==> src/rtl/pw_rx_pkg.sv <==
// Package: shared bit positions and register selects for the port-write receive unit.
// Assumes a 32-bit register data path.
package pw_rx_pkg;
    localparam int MODE_EN    = 0;
    localparam int MODE_CLRQ  = 1;
    localparam int MODE_EIE   = 5;
    localparam int MODE_QFIE  = 8;
    localparam int MODE_SNOOP = 20;

    localparam int ST_BUSY = 2;
    localparam int ST_DISC = 3;
    localparam int ST_QFI  = 4;
    localparam int ST_TE   = 7;
    localparam int ST_QF   = 20;

    typedef enum logic [1:0] {
        RA_MODE  = 2'd0,
        RA_STAT  = 2'd1,
        RA_BASE  = 2'd2,
        RA_XBASE = 2'd3
    } reg_sel_e;
endpackage

==> src/rtl/pw_rx_regs.sv <==
// Register file: mode, status and base registers, plus the interrupt output.
// Assumes store_done and drop_done are single-cycle pulses from the ingest path.
module pw_rx_regs
    import pw_rx_pkg::*;
#(
    parameter int EXT_W = 4
) (
    input  logic                 clk,
    input  logic                 rst_n,
    input  logic                 reg_wr,
    input  logic [1:0]           reg_addr,
    input  logic [31:0]          reg_wdata,
    output logic [31:0]          reg_rdata,
    input  logic                 link_err,
    input  logic                 store_done,
    input  logic                 drop_done,
    input  logic                 busy,
    output logic                 en,
    output logic                 snoop,
    output logic [32+EXT_W-1:0]  base_addr,
    output logic                 qf,
    output logic                 irq
);
    logic             qfie_q, eie_q;
    logic             te_q, qfi_q, disc_q;
    logic [31:0]      base_q;
    logic [EXT_W-1:0] xbase_q;
    logic             wr_mode, wr_stat, clr_q;
    logic             unused_wdata;

    assign wr_mode      = reg_wr && (reg_addr == RA_MODE);
    assign wr_stat      = reg_wr && (reg_addr == RA_STAT);
    assign clr_q        = wr_mode && reg_wdata[MODE_CLRQ];
    assign unused_wdata = ^reg_wdata;

    // Mode fields and base registers, loaded by software writes.
    always_ff @(posedge clk) begin
        if (!rst_n) begin
            en      <= 1'b0;
            snoop   <= 1'b0;
            qfie_q  <= 1'b0;
            eie_q   <= 1'b0;
            base_q  <= '0;
            xbase_q <= '0;
        end else begin
            if (wr_mode) begin
                en     <= reg_wdata[MODE_EN];
                snoop  <= reg_wdata[MODE_SNOOP];
                qfie_q <= reg_wdata[MODE_QFIE];
                eie_q  <= reg_wdata[MODE_EIE];
            end
            if (reg_wr && reg_addr == RA_BASE)  base_q  <= reg_wdata;
            if (reg_wr && reg_addr == RA_XBASE) xbase_q <= reg_wdata[EXT_W-1:0];
        end
    end

    // Status flags: hardware sets have priority over software clears.
    always_ff @(posedge clk) begin
        if (!rst_n) begin
            qf     <= 1'b0;
            qfi_q  <= 1'b0;
            disc_q <= 1'b0;
            te_q   <= 1'b0;
        end else begin
            if (store_done)                     qf <= 1'b1;
            else if (clr_q)                     qf <= 1'b0;
            if (store_done)                     qfi_q <= 1'b1;
            else if (wr_stat && reg_wdata[ST_QFI])  qfi_q <= 1'b0;
            if (drop_done)                      disc_q <= 1'b1;
            else if (wr_stat && reg_wdata[ST_DISC]) disc_q <= 1'b0;
            if (link_err && en)                 te_q <= 1'b1;
            else if (wr_stat && reg_wdata[ST_TE] && !en) te_q <= 1'b0;
        end
    end

    // Read mux; the clear-queue bit is never stored, so it reads 0.
    always_comb begin
        reg_rdata = '0;
        case (reg_sel_e'(reg_addr))
            RA_MODE: begin
                reg_rdata[MODE_EN]    = en;
                reg_rdata[MODE_SNOOP] = snoop;
                reg_rdata[MODE_QFIE]  = qfie_q;
                reg_rdata[MODE_EIE]   = eie_q;
            end
            RA_STAT: begin
                reg_rdata[ST_QF]   = qf;
                reg_rdata[ST_TE]   = te_q;
                reg_rdata[ST_QFI]  = qfi_q;
                reg_rdata[ST_DISC] = disc_q;
                reg_rdata[ST_BUSY] = busy;
            end
            RA_BASE:  reg_rdata = base_q;
            RA_XBASE: reg_rdata[EXT_W-1:0] = xbase_q;
            default:  reg_rdata = '0;
        endcase
    end

    assign base_addr = {xbase_q, base_q};
    assign irq       = (qfi_q && qfie_q) || (te_q && eie_q);

    AST_TE_HELD_WHILE_ON: assert property (@(posedge clk) disable iff (!rst_n)
        (en && te_q) |=> te_q);
    AST_QF_BRINGS_QFI: assert property (@(posedge clk) disable iff (!rst_n)
        $rose(qf) |-> qfi_q);
    AST_CLRQ_RELEASES: assert property (@(posedge clk) disable iff (!rst_n)
        (qf && clr_q && !store_done) |=> !qf);
endmodule

==> src/rtl/pw_rx_ingest.sv <==
// Ingest path: counts link words, decides store or drop at the first word of a packet,
// and issues one registered memory write per stored word.
// Assumes a packet is exactly BEATS words; there is no end marker on the link.
module pw_rx_ingest #(
    parameter int BEATS = 16,
    parameter int EXT_W = 4
) (
    input  logic                 clk,
    input  logic                 rst_n,
    input  logic                 en,
    input  logic                 snoop,
    input  logic [32+EXT_W-1:0]  base_addr,
    input  logic                 qf,
    input  logic                 link_valid,
    input  logic [31:0]          link_data,
    output logic                 link_ready,
    output logic                 mem_wr_valid,
    output logic [32+EXT_W-1:0]  mem_wr_addr,
    output logic [31:0]          mem_wr_data,
    output logic                 mem_wr_snoop,
    output logic                 store_done,
    output logic                 drop_done,
    output logic                 busy
);
    localparam int BEAT_W = $clog2(BEATS);
    localparam int ADDR_W = 32 + EXT_W;

    logic [BEAT_W-1:0] beat_cnt;
    logic              drop_q;
    logic              accept, first, last, cur_drop;
    logic [ADDR_W-1:0] offset;

    assign link_ready = en;
    assign accept     = link_valid && link_ready;
    assign first      = (beat_cnt == '0);
    assign last       = (beat_cnt == BEAT_W'(BEATS - 1));
    assign cur_drop   = first ? qf : drop_q;
    assign store_done = accept && last && !cur_drop;
    assign drop_done  = accept && last && cur_drop;
    assign busy       = !first && !drop_q;

    // Byte offset of the current word inside the message buffer.
    always_comb begin
        offset = '0;
        offset[BEAT_W+1:0] = {beat_cnt, 2'b00};
    end

    // Word counter and the per-packet drop decision.
    always_ff @(posedge clk) begin
        if (!rst_n) begin
            beat_cnt <= '0;
            drop_q   <= 1'b0;
        end else if (accept) begin
            beat_cnt <= last ? '0 : beat_cnt + 1'b1;
            if (first) drop_q <= qf;
        end
    end

    // Registered memory write for each stored word.
    always_ff @(posedge clk) begin
        if (!rst_n) begin
            mem_wr_valid <= 1'b0;
            mem_wr_addr  <= '0;
            mem_wr_data  <= '0;
            mem_wr_snoop <= 1'b0;
        end else begin
            mem_wr_valid <= accept && !cur_drop;
            mem_wr_addr  <= base_addr + offset;
            mem_wr_data  <= link_data;
            mem_wr_snoop <= snoop;
        end
    end

    AST_QUIET_WHEN_OFF: assert property (@(posedge clk) disable iff (!rst_n)
        !en |=> !mem_wr_valid);
    AST_FULL_DROPS: assert property (@(posedge clk) disable iff (!rst_n)
        (accept && first && qf) |=> !mem_wr_valid);
endmodule

==> src/rtl/pw_rx_unit.sv <==
// Top: port-write receive unit with a single-entry queue released by a clear command.
// Assumes the memory side accepts a write every cycle.
module pw_rx_unit #(
    parameter int BEATS = 16,
    parameter int EXT_W = 4
) (
    input  logic                 clk,
    input  logic                 rst_n,
    input  logic                 reg_wr,
    input  logic [1:0]           reg_addr,
    input  logic [31:0]          reg_wdata,
    output logic [31:0]          reg_rdata,
    input  logic                 link_valid,
    output logic                 link_ready,
    input  logic [31:0]          link_data,
    input  logic                 link_err,
    output logic                 mem_wr_valid,
    output logic [32+EXT_W-1:0]  mem_wr_addr,
    output logic [31:0]          mem_wr_data,
    output logic                 mem_wr_snoop,
    output logic                 irq
);
    logic                en, snoop, qf, store_done, drop_done, busy;
    logic [32+EXT_W-1:0] base_addr;

    pw_rx_regs #(.EXT_W(EXT_W)) regs_i (
        .clk(clk), .rst_n(rst_n),
        .reg_wr(reg_wr), .reg_addr(reg_addr), .reg_wdata(reg_wdata), .reg_rdata(reg_rdata),
        .link_err(link_err), .store_done(store_done), .drop_done(drop_done), .busy(busy),
        .en(en), .snoop(snoop), .base_addr(base_addr), .qf(qf), .irq(irq)
    );

    pw_rx_ingest #(.BEATS(BEATS), .EXT_W(EXT_W)) ingest_i (
        .clk(clk), .rst_n(rst_n),
        .en(en), .snoop(snoop), .base_addr(base_addr), .qf(qf),
        .link_valid(link_valid), .link_data(link_data), .link_ready(link_ready),
        .mem_wr_valid(mem_wr_valid), .mem_wr_addr(mem_wr_addr), .mem_wr_data(mem_wr_data),
        .mem_wr_snoop(mem_wr_snoop),
        .store_done(store_done), .drop_done(drop_done), .busy(busy)
    );
endmodule

==> config.mk <==
export PLATFORM = sky130hd
export DESIGN_NAME = pw_rx_unit
export DESIGN_NICKNAME = d
export VERILOG_FILES = /design/src/rtl/pw_rx_pkg.sv /design/src/rtl/pw_rx_regs.sv /design/src/rtl/pw_rx_ingest.sv /design/src/rtl/pw_rx_unit.sv
export SDC_FILE = /design/constraint.sdc
export NUM_CORES = 1
export LEC_CHECK = 0
export ABC_CLOCK_PERIOD_IN_PS = 1950
export BUFFER_PORTS_ARGS = -buffer_cell sky130_fd_sc_hd__buf_2
export CORE_ASPECT_RATIO = 0.6
export CORE_UTILIZATION = 40
export CTS_BUF_LIST = sky130_fd_sc_hd__clkbuf_8
export DETAILED_ROUTE_END_ITERATION = 8
export PLACE_DENSITY = 0.77
export RECOVER_POWER = 100
export REMOVE_ABC_BUFFERS = 1
export SLEW_MARGIN = 20
export SYNTH_ARGS = -nofsm -noshare
export SYNTH_HDL_FRONTEND = slang
export SYNTH_HIERARCHICAL = 1
export SYNTH_SLANG_ARGS = --single-unit
==> constraint.sdc <==
create_clock -name clk -period 1.95 [get_ports clk]
set_clock_uncertainty 0.05 [all_clocks]
set_input_delay 0.195 -clock clk [delete_from_list [all_inputs] [get_ports clk]]
set_output_delay 0.195 -clock clk [all_outputs]
set_load 0.005 [all_outputs]
* Word level (Yosys, flattened, before mapping) *
Index checks and enable logic that the tools add are counted.

word-level totals
  register bits after elaboration = 119
  bits of input ports = 71
  output and inout port bits = 104

operators by class
  add/sub/neg operators = 2
  equality and inequality tests = 4
  muxes and demuxes = 21
  reduce and logical (&&, ||, !) cells = 29

operators by type and width
  cell                                                                   count
  36-bit by 6-bit adder with 36-bit output                               1
  11-bit 2-to-1 mux                                                      2
  1-bit logical AND                                                      18
  1-bit 2-to-1 mux                                                       10
  1-bit case mux with 2 select lines                                     5
  2-bit nonzero test                                                     4
  1-bit case mux with 3 select lines                                     2
  2-bit case mux with 3 select lines                                     1
  4-bit by 1-bit adder with 4-bit output, second input constant          1
  2-bit equality test, second input constant                             2
  4-bit equality test, second input constant                             1
  1-bit zero test                                                        4
  4-bit zero test                                                        1
  4-bit 2-to-1 mux                                                       1
  2-bit by 1-bit equality test with 1-bit output, second input constant  1
  2-bit zero test                                                        1
  1-bit logical OR                                                       1

* Logic depth before layout (Yosys ltp) *
Gate-level depths: netlist of run 1.

  word-level depth = 6
  mapped depth = 9

* By module *
Netlist of run 1, hierarchy kept.

by module, submodules not included
  module        times used  cells each  area each (µm²)  seq. area each (µm²)
  pw_rx_ingest  1           301         2970.3           1501.4
  pw_rx_regs    1           255         2265.9           880.8

* Worst setup path before layout of run 1 *
Ideal clock, no wire load.

  kind = register to register
  start = reg ingest_i.beat_cnt[0]
  end = reg ingest_i.mem_wr_addr[18]
  arrival = 2.009 ns
  required time = 1.785 ns
  slack = -0.224 ns
  cell stages (with the launch flop) = 10
  cell sequence = dfxtp_1 ha_1 inv_1 fa_1 nor2b_1 o31ai_1 clkbuf_1 nor3_1 xor2_1 and2_1

on the way
  cells in the longest elaborated chain, start to end = 1

RTL lines
  item                                      RTL line            RTL
  from (decl)                               pw_rx_ingest.sv:28  logic [BEAT_W-1:0] beat_cnt;
  from (signal assigned)                    pw_rx_ingest.sv:54  beat_cnt <= last ? '0 : beat_cnt + 1'b1;
  36-bit by 6-bit adder with 36-bit output  pw_rx_ingest.sv:68  mem_wr_addr <= base_addr + offset;
  to (signal assigned)                      pw_rx_ingest.sv:68
  to (decl)                                 pw_rx_ingest.sv:18  output logic [32+EXT_W-1:0] mem_wr_addr,

Every way passes these cells.
A chain may end at the register's enable or synchronous reset.

* Final worst setup path of run 1 *
  start = reg ingest_i.beat_cnt[0]
  end = out reg_rdata[2]

on the way
  cells in the longest elaborated chain, start to end = 4

RTL lines
  item                                RTL line            RTL
  4-bit zero test                     pw_rx_ingest.sv:35  assign first = (beat_cnt == '0);
  1-bit zero test                     pw_rx_ingest.sv:40  assign busy = !first && !drop_q;
  1-bit logical AND                   pw_rx_ingest.sv:40
  net busy                            pw_rx_unit.sv:23    logic en, snoop, qf, store_done, drop_done, busy;
  2-bit case mux with 3 select lines  pw_rx_regs.sv:79    case (reg_sel_e'(reg_addr))
  to (decl)                           pw_rx_unit.sv:12    output logic [31:0] reg_rdata,

The timed path passes the listed nets, and every way through them passes these cells.

==> impl_metrics.json, run 1 <==
{
  "run_status": "finished, violations left",
  "failed_checks": "negative setup slack",
  "share_clk_of_total_power": 0.389,
  "clock_latency_ps": 430,
  "clk_transition_reported_paths_ps": 70,
  "mappedNetlistArea_sq_um": 5240,
  "synth_commonest_cells": "dfxtp_1 (119), and2_1 (81), nand3_1 (49)",
  "cts_inserted_buffers": 17,
  "clock_sinks": 119,
  "placeableCoreArea_sq_um": 12400,
  "post_route_cells_drive_above_1_share": 0.328,
  "biggest_area_consumer_among_synthesized_cells": "dfxtp_1",
  "slew_violations": 0,
  "routed_wirelength_mm": 15.9,
  "tritoncts_clock_tree": "built",
  "timing.final.setup_violations": 26,
  "placementRows": 31,
  "total_leakage_power_nw": 3.58,
  "clock_root_buffer_master": "clkbuf_8",
  "detail_route.first_pass.iterations": 5,
  "start_kind": "flip-flop",
  "placement.io_buffers": 174,
  "register_area_share_after_synthesis": 0.455,
  "synth_top_flop_cell": "dfxtp_1",
  "syn-mean-instance-area_sq_um": 9.42,
  "avgViaCountPerCell": 5.02,
  "cts_h_tree_depth": 4,
  "nets": 916,
  "pwr-share-comb": 0.111,
  "final-hold-violation-count": 0,
  "timing.final.crit_period_ps": 2100,
  "start_util": 0.422,
  "timing.setup.critical_path_class": "flip-flop to primary output",
  "p_int_mw": 3.81,
  "dpl_worst_slack_ps": -245,
  "total_switching_power_mw": 1.29,
  "synth_cell_types": 53,
  "die_y_extent_um": 90.6,
  "antenna_cells_inserted": 0,
  "total_power_mw": 5.10,
  "switching_power_share_of_the_total": 0.252,
  "max_cap_violations": 0,
  "sequentialPowerShare": 0.500,
  "setup.worst_path.end_class": "primary output",
  "fin_crit_sh": 1.08,
  "maxClockFrequency_ghz": 0.476,
  "grt_first_pass_wirelength_mm": 25.0,
  "wire_per_inst_um": 15.7,
  "initial_antenna_violation_count": 0,
  "grt_start_max_net_pins": 62,
  "grt_usage": 0.237,
  "crit_fanout": 2,
  "synth-async-reset-ratio": 0,
  "place_area_sq_um": 6560,
  "overflow": 0,
  "layout.core_utilization": 0.635,
  "flow.area_growth_from_synthesis_pct": 50.6,
  "number_of_warnings_issued_by_yosys": 6,
  "drc": 0,
  "worst-endpoint-arrival_ps": 1860,
  "cts_max_path_buffers": 2,
  "most_common_cell_in_the_netlist": "dfxtp_1",
  "synth_edf_count": 0,
  "timing_worst_slew_pin_value_ps": 959,
  "post_synth_main_area_contributors": "dfxtp_1 (45%), and2_1 (9.7%), nand3_1 (4.7%)",
  "power_density_nw_per_um2": 647,
  "yosys_register_bits": 119,
  "synth_top_area_share": 0.455,
  "pin_count": 175,
  "max_slew_margin": 0.361,
  "first_global_vias": 4980,
  "ir_drop_v": 0.000496,
  "dieArea_sq_um": 13600,
  "netlist_instances": 556,
  "detail-route-antenna-nets": 0,
  "hpwl_mm": 9.81,
  "gp_routability_congestion": 0.807,
  "die_w_um": 150,
  "post_route_worst_setup_slack_ps": -151,
  "rsz_0062_raised_after_global_routing": "true",
  "min-delay-path-class": "primary input to flip-flop",
  "vias": 5067,
  "final_design_area_no_fill_sq_um": 7880,
  "cp_data_required_time_ps": 1700,
  "drt_iter0_markers": 277
}
[flip-flops by register name, indices dropped and copies added, names as in the netlist]
name                   count
ingest_i/mem_wr_data      32
regs_i/xbase_q             4
regs_i/eie_q               1
ingest_i/mem_wr_valid      1
regs_i/qfie_q              1
regs_i/disc_q              1
ingest_i/mem_wr_addr      36
ingest_i/beat_cnt          4
regs_i/te_q                1
ingest_i/drop_q            1
regs_i/snoop               1
regs_i/qf                  1
regs_i/base_q             32
ingest_i/mem_wr_snoop      1
regs_i/en                  1
regs_i/qfi_q               1
[cells by family after synthesis]
family / after synthesis / share of synthesized area
AOI/OAI and AO/OA: 118 / 0.174
xor gates and xnor gates: 24 / 0.0401
adders and majority gates: 14 / 0.0349
buffers and inverters: 55 / 0.0497
DFF: 119 / 0.455
muxes: 3 / 0.00573
and+or+nand+nor: 223 / 0.241
[critical path, cell delays in order (launching register included)]
cell and delay [ps]:
dfxtp_2 320, buf_6 110, inv_4 40, ha_4 110
nor3b_4 200, nor2_1 60, a222oi_1 360, nor2_1 80
buf_2 140
[path summary, 6_finish.rpt]
check / start / endpoint / slack (ps) / cells past startpoint
hold / removal: reg_wdata[19] / regs_i/base_q[19] / 20 / 3
setup / recovery: ingest_i/beat_cnt[0] / reg_rdata[2] / -150 / 8
hold reg to reg: regs_i/base_q[0] / ingest_i/mem_wr_addr[0] / 440 / 1
setup reg to reg: ingest_i/beat_cnt[1] / ingest_i/mem_wr_addr[27] / -140 / 9
[what timing repair did]
| item | 4_1_cts | 5_1_grt |
|---|---|---|
| hold endpoints to repair | 69 | 0 |
| endpoints found under the setup margin | 25 | 27 |
| cloned | 1 | 0 |
| hold buffers | 62 | 0 |
| resized for setup | 60 | 20 |
| setup buffers | 6 | 2 |
| pin swaps | 21 | 19 |
[cell usage in the layout, fill, tap and decap left out, types with 8 or more instances in the layout]
master / instances
a21bo_1: 17
a21bo_2: 23
a21oi_1: 43
and2_0: 23
and2_1: 58
buf_2: 121
buf_4: 47
clkbuf_1: 54
clkbuf_8: 18
dfxtp_1: 115
dlygate4sd3_1: 62
ha_1: 8
inv_1: 14
nand2_1: 18
nand3_1: 48
nand4_1: 9
nor2_1: 15
nor4_4: 8
xor2_1: 18
[layer usage]
layer  routed length, um  vias to the layer above  track usage
met4                 280                        0       0.0951
li1                    -                     2476            -
met2                7420                      195        0.392
met3                1070                       25       0.0525
met5                   0                        -            0
met1                7080                     2371        0.297
[power by group through the flow]
stage                     Clock, mW  Combinational, mW  Sequential (mW)
after floorplan                   0              0.163             2.61
after global placement            0              0.453             2.60
after detailed placement          0              0.460             2.60
after CTS                      2.03              0.568             2.55
after global routing           2.14              0.620             2.56
final                          1.98              0.569             2.55
[per-stage QoR]
stage | cells | hold WS [ps] | setup TNS (ps)
after floorplan | 514 | 261 | -32490
after global placement | 906 | 350 | -2160
after detailed placement | 906 | 354 | -3030
after CTS | 1007 | 5.39 | -813
after global routing | 1009 | -1.11 | -3130
final | 1009 | 15.0 | -1230
[cell type report]
cell class / instances / area (sq um)
Timing Repair Buffer: 298 / 1940
Clock inverter: 14 / 95.1
Inverter: 13 / 51.3
Tap cell: 165 / 206
Multi-Input combinational cell: 382 / 2950
Fill cell: 1048 / 4530
Clock buffer: 18 / 248
Sequential cell: 119 / 2390
Note: power is estimated with default switching activity, not from simulation.
==> run 2, diff against run 1 <==
- ABC_AREA: not set -> 1
==> impl_metrics.json, run 2 <==
{
  "run_status": "finished, final reports clean",
  "largest_reg_flops": 36,
  "synth_top_area_share": 0.457,
  "synth_commonest_cells": "nand2_1 (180), nor2_1 (134), dfxtp_1 (119)",
  "start_kind": "flip-flop",
  "antenna_cells_inserted": 0,
  "clock_latency_ps": 420,
  "final-hold-violation-count": 0,
  "post_route_cells_drive_above_1_share": 0.212,
  "mostFrequentLayoutCells": "nand2_1 (178), buf_2 (134), nor2_1 (133)",
  "grt_start_max_net_pins": 59,
  "cts_max_path_buffers": 2,
  "final.hold.worst_slack_ps": 30.6,
  "routed_wirelength_mm": 17.0,
  "first_global_vias": 5240,
  "post_synth_main_area_contributors": "dfxtp_1 (46%), nand2_1 (13%), nor2_1 (9.6%)",
  "worst-endpoint-arrival_ps": 2150,
  "total_power_mw": 5.51,
  "crit_fanout": 5,
  "max_cap_violations": 0,
  "clock_root_buffer_master": "clkbuf_8",
  "clk_transition_reported_paths_ps": 70,
  "drc": 0,
  "place_area_sq_um": 6320,
  "cp_data_required_time_ps": 2230,
  "gr-usage-met1": 0.364,
  "die_w_um": 149,
  "timing_worst_slew_pin_value_ps": 1070,
  "die_y_extent_um": 90.4,
  "maxClockFrequency_ghz": 0.536,
  "drt_iter0_markers": 504,
  "yosys_register_bits": 119,
  "pin_count": 175,
  "wire_per_inst_um": 14.4,
  "flow.area_growth_from_synthesis_pct": 41.2,
  "timing.setup.critical_path_class": "flip-flop to flip-flop",
  "start_util": 0.421,
  "setup.worst_path.end_class": "flip-flop",
  "slew_violations": 0,
  "number_of_warnings_issued_by_yosys": 6,
  "nets": 1089,
  "gp_routability_congestion": 0.943,
  "dieArea_sq_um": 13500,
  "fin_crit_sh": 0.957,
  "placeableCoreArea_sq_um": 12400,
  "grt_first_pass_wirelength_mm": 26.7,
  "overflow": 0,
  "timing.final.crit_period_ps": 1870,
  "avgViaCountPerCell": 4.81,
  "vias": 5675,
  "placement.io_buffers": 174,
  "detail_route.first_pass.iterations": 5,
  "final_design_area_no_fill_sq_um": 7360,
  "biggest_area_consumer_among_synthesized_cells": "dfxtp_1",
  "most_common_cell_in_the_netlist": "nand2_1",
  "synth_cell_types": 33,
  "min-delay-path-class": "primary input to flip-flop",
  "placementRows": 31,
  "globalRouteMet2Util": 0.371,
  "timing.final.setup_violations": 0,
  "cts_inserted_buffers": 17,
  "synth_top_flop_cell": "dfxtp_1",
  "grt_most_used_layer": "met2",
  "layout_top_registers": "ingest_i/mem_wr_addr x36, ingest_i/mem_wr_data x32, regs_i/base_q x32",
  "synth_edf_count": 0,
  "syn-mean-instance-area_sq_um": 6.92,
  "synth-async-reset-ratio": 0,
  "clock_sinks": 119,
  "initial_antenna_violation_count": 0,
  "setup_tns_ps": 0,
  "register_area_share_after_synthesis": 0.457,
  "netlist_instances": 754,
  "detail-route-antenna-nets": 0,
  "cts_h_tree_depth": 4,
  "mappedNetlistArea_sq_um": 5220,
  "tritoncts_clock_tree": "built",
  "max_slew_margin": 0.288,
  "rsz_0062_raised_after_global_routing": "true",
  "largest_register": "ingest_i/mem_wr_addr",
  "ir_drop_v": 0.000437,
  "hpwl_mm": 11.9,
  "total_leakage_power_nw": 3.69,
  "grt_usage": 0.257,
  "most_frequent_standard_cell_in_the_layout_excluding_fill_and_tap_cells": "nand2_1",
  "grt_use_met3": 0.0788,
  "power_density_nw_per_um2": 748
}
run 2: cell count changes after synthesis, sizes merged, moves of 12 or more:
cell and delta:
inv +109, nand3 -16, and2 -81, a21bo -40
o21ai +51, nor2 +123, nand2 +167, xor2 -14
a21oi -12, buf -13
run 2: path summary, 6_finish.rpt:
path	start	depth (start not counted)	to	slack, ps
hold / removal	reg_wdata[3]	3	regs_i/base_q[3]	30
setup / recovery	regs_i/base_q[2]	10	ingest_i/mem_wr_addr[32]	80
hold reg to reg	regs_i/base_q[1]	2	ingest_i/mem_wr_addr[1]	420
setup reg to reg	regs_i/base_q[2]	10	ingest_i/mem_wr_addr[32]	80
run 2: worst max-delay path, cell delays in order, from the launching register on:
cell and delay [ps]:
dfxtp_1 360, ha_1 180, inv_1 60, fa_2 350
inv_1 100, nand2_1 100, nand3_4 100, nand2_4 100
nor2_4 130, nand3_1 100, a21oi_2 160
run 2: through the flow:
stage,instances,setup slack (ps),utilization
3_5_place_dp,1088,8.39,0.511
3_3_place_gp,1088,112,0.511
2_1_floorplan,732,5.70,-
5_1_grt,1180,-22.0,0.595
6_report,1180,84.8,0.595
4_1_cts,1179,1.01,0.594
run 2: timing repair:
item	in CTS	in global routing
gates resized for setup	4	20
pin swaps	2	2
endpoints found under the hold margin	62	0
hold buffers	61	0
setup endpoints to repair	2	5
buffers inserted	0	1
run 2: where the power goes:
group	leakage, nW	internal [mW]	switching, mW
logic	2.50	0.284	0.308
registers	0.976	2.54	0.0878
clock network	0.205	1.34	0.952
run 2: kinds of logic (layout without fill, tap and decap cells):
| group | after synthesis | count (layout) | synth area share |
|---|---|---|---|
| AO/OA/AOI/OAI | 92 | 92 | 0.0912 |
| XOR/XNOR | 4 | 4 | 0.00672 |
| adder cells (fa/ha/maj) | 14 | 14 | 0.0350 |
| buffers and inverters | 146 | 407 | 0.112 |
| flip-flops | 119 | 119 | 0.457 |
| AND/OR/NAND/NOR | 379 | 379 | 0.299 |
run 2: metal layers:
layer | routed length, um | share of wire | vias to the layer above
li1 | - | - | 2809
met1 | 7860 | 0.46 | 2528
met2 | 6970 | 0.41 | 307
met3 | 1880 | 0.11 | 31
met4 | 266 | 0.016 | 0
met5 | 0 | 0 | -
run 2: layout make-up:
type | instances | area, sq um
fill | 1153 | 5010
sequential | 119 | 2380
multi-input combinational | 489 | 2330
timing repair buffer | 253 | 1560
inverter | 124 | 469
clock buffer | 20 | 275
tap | 165 | 206
clock inverter | 10 | 130
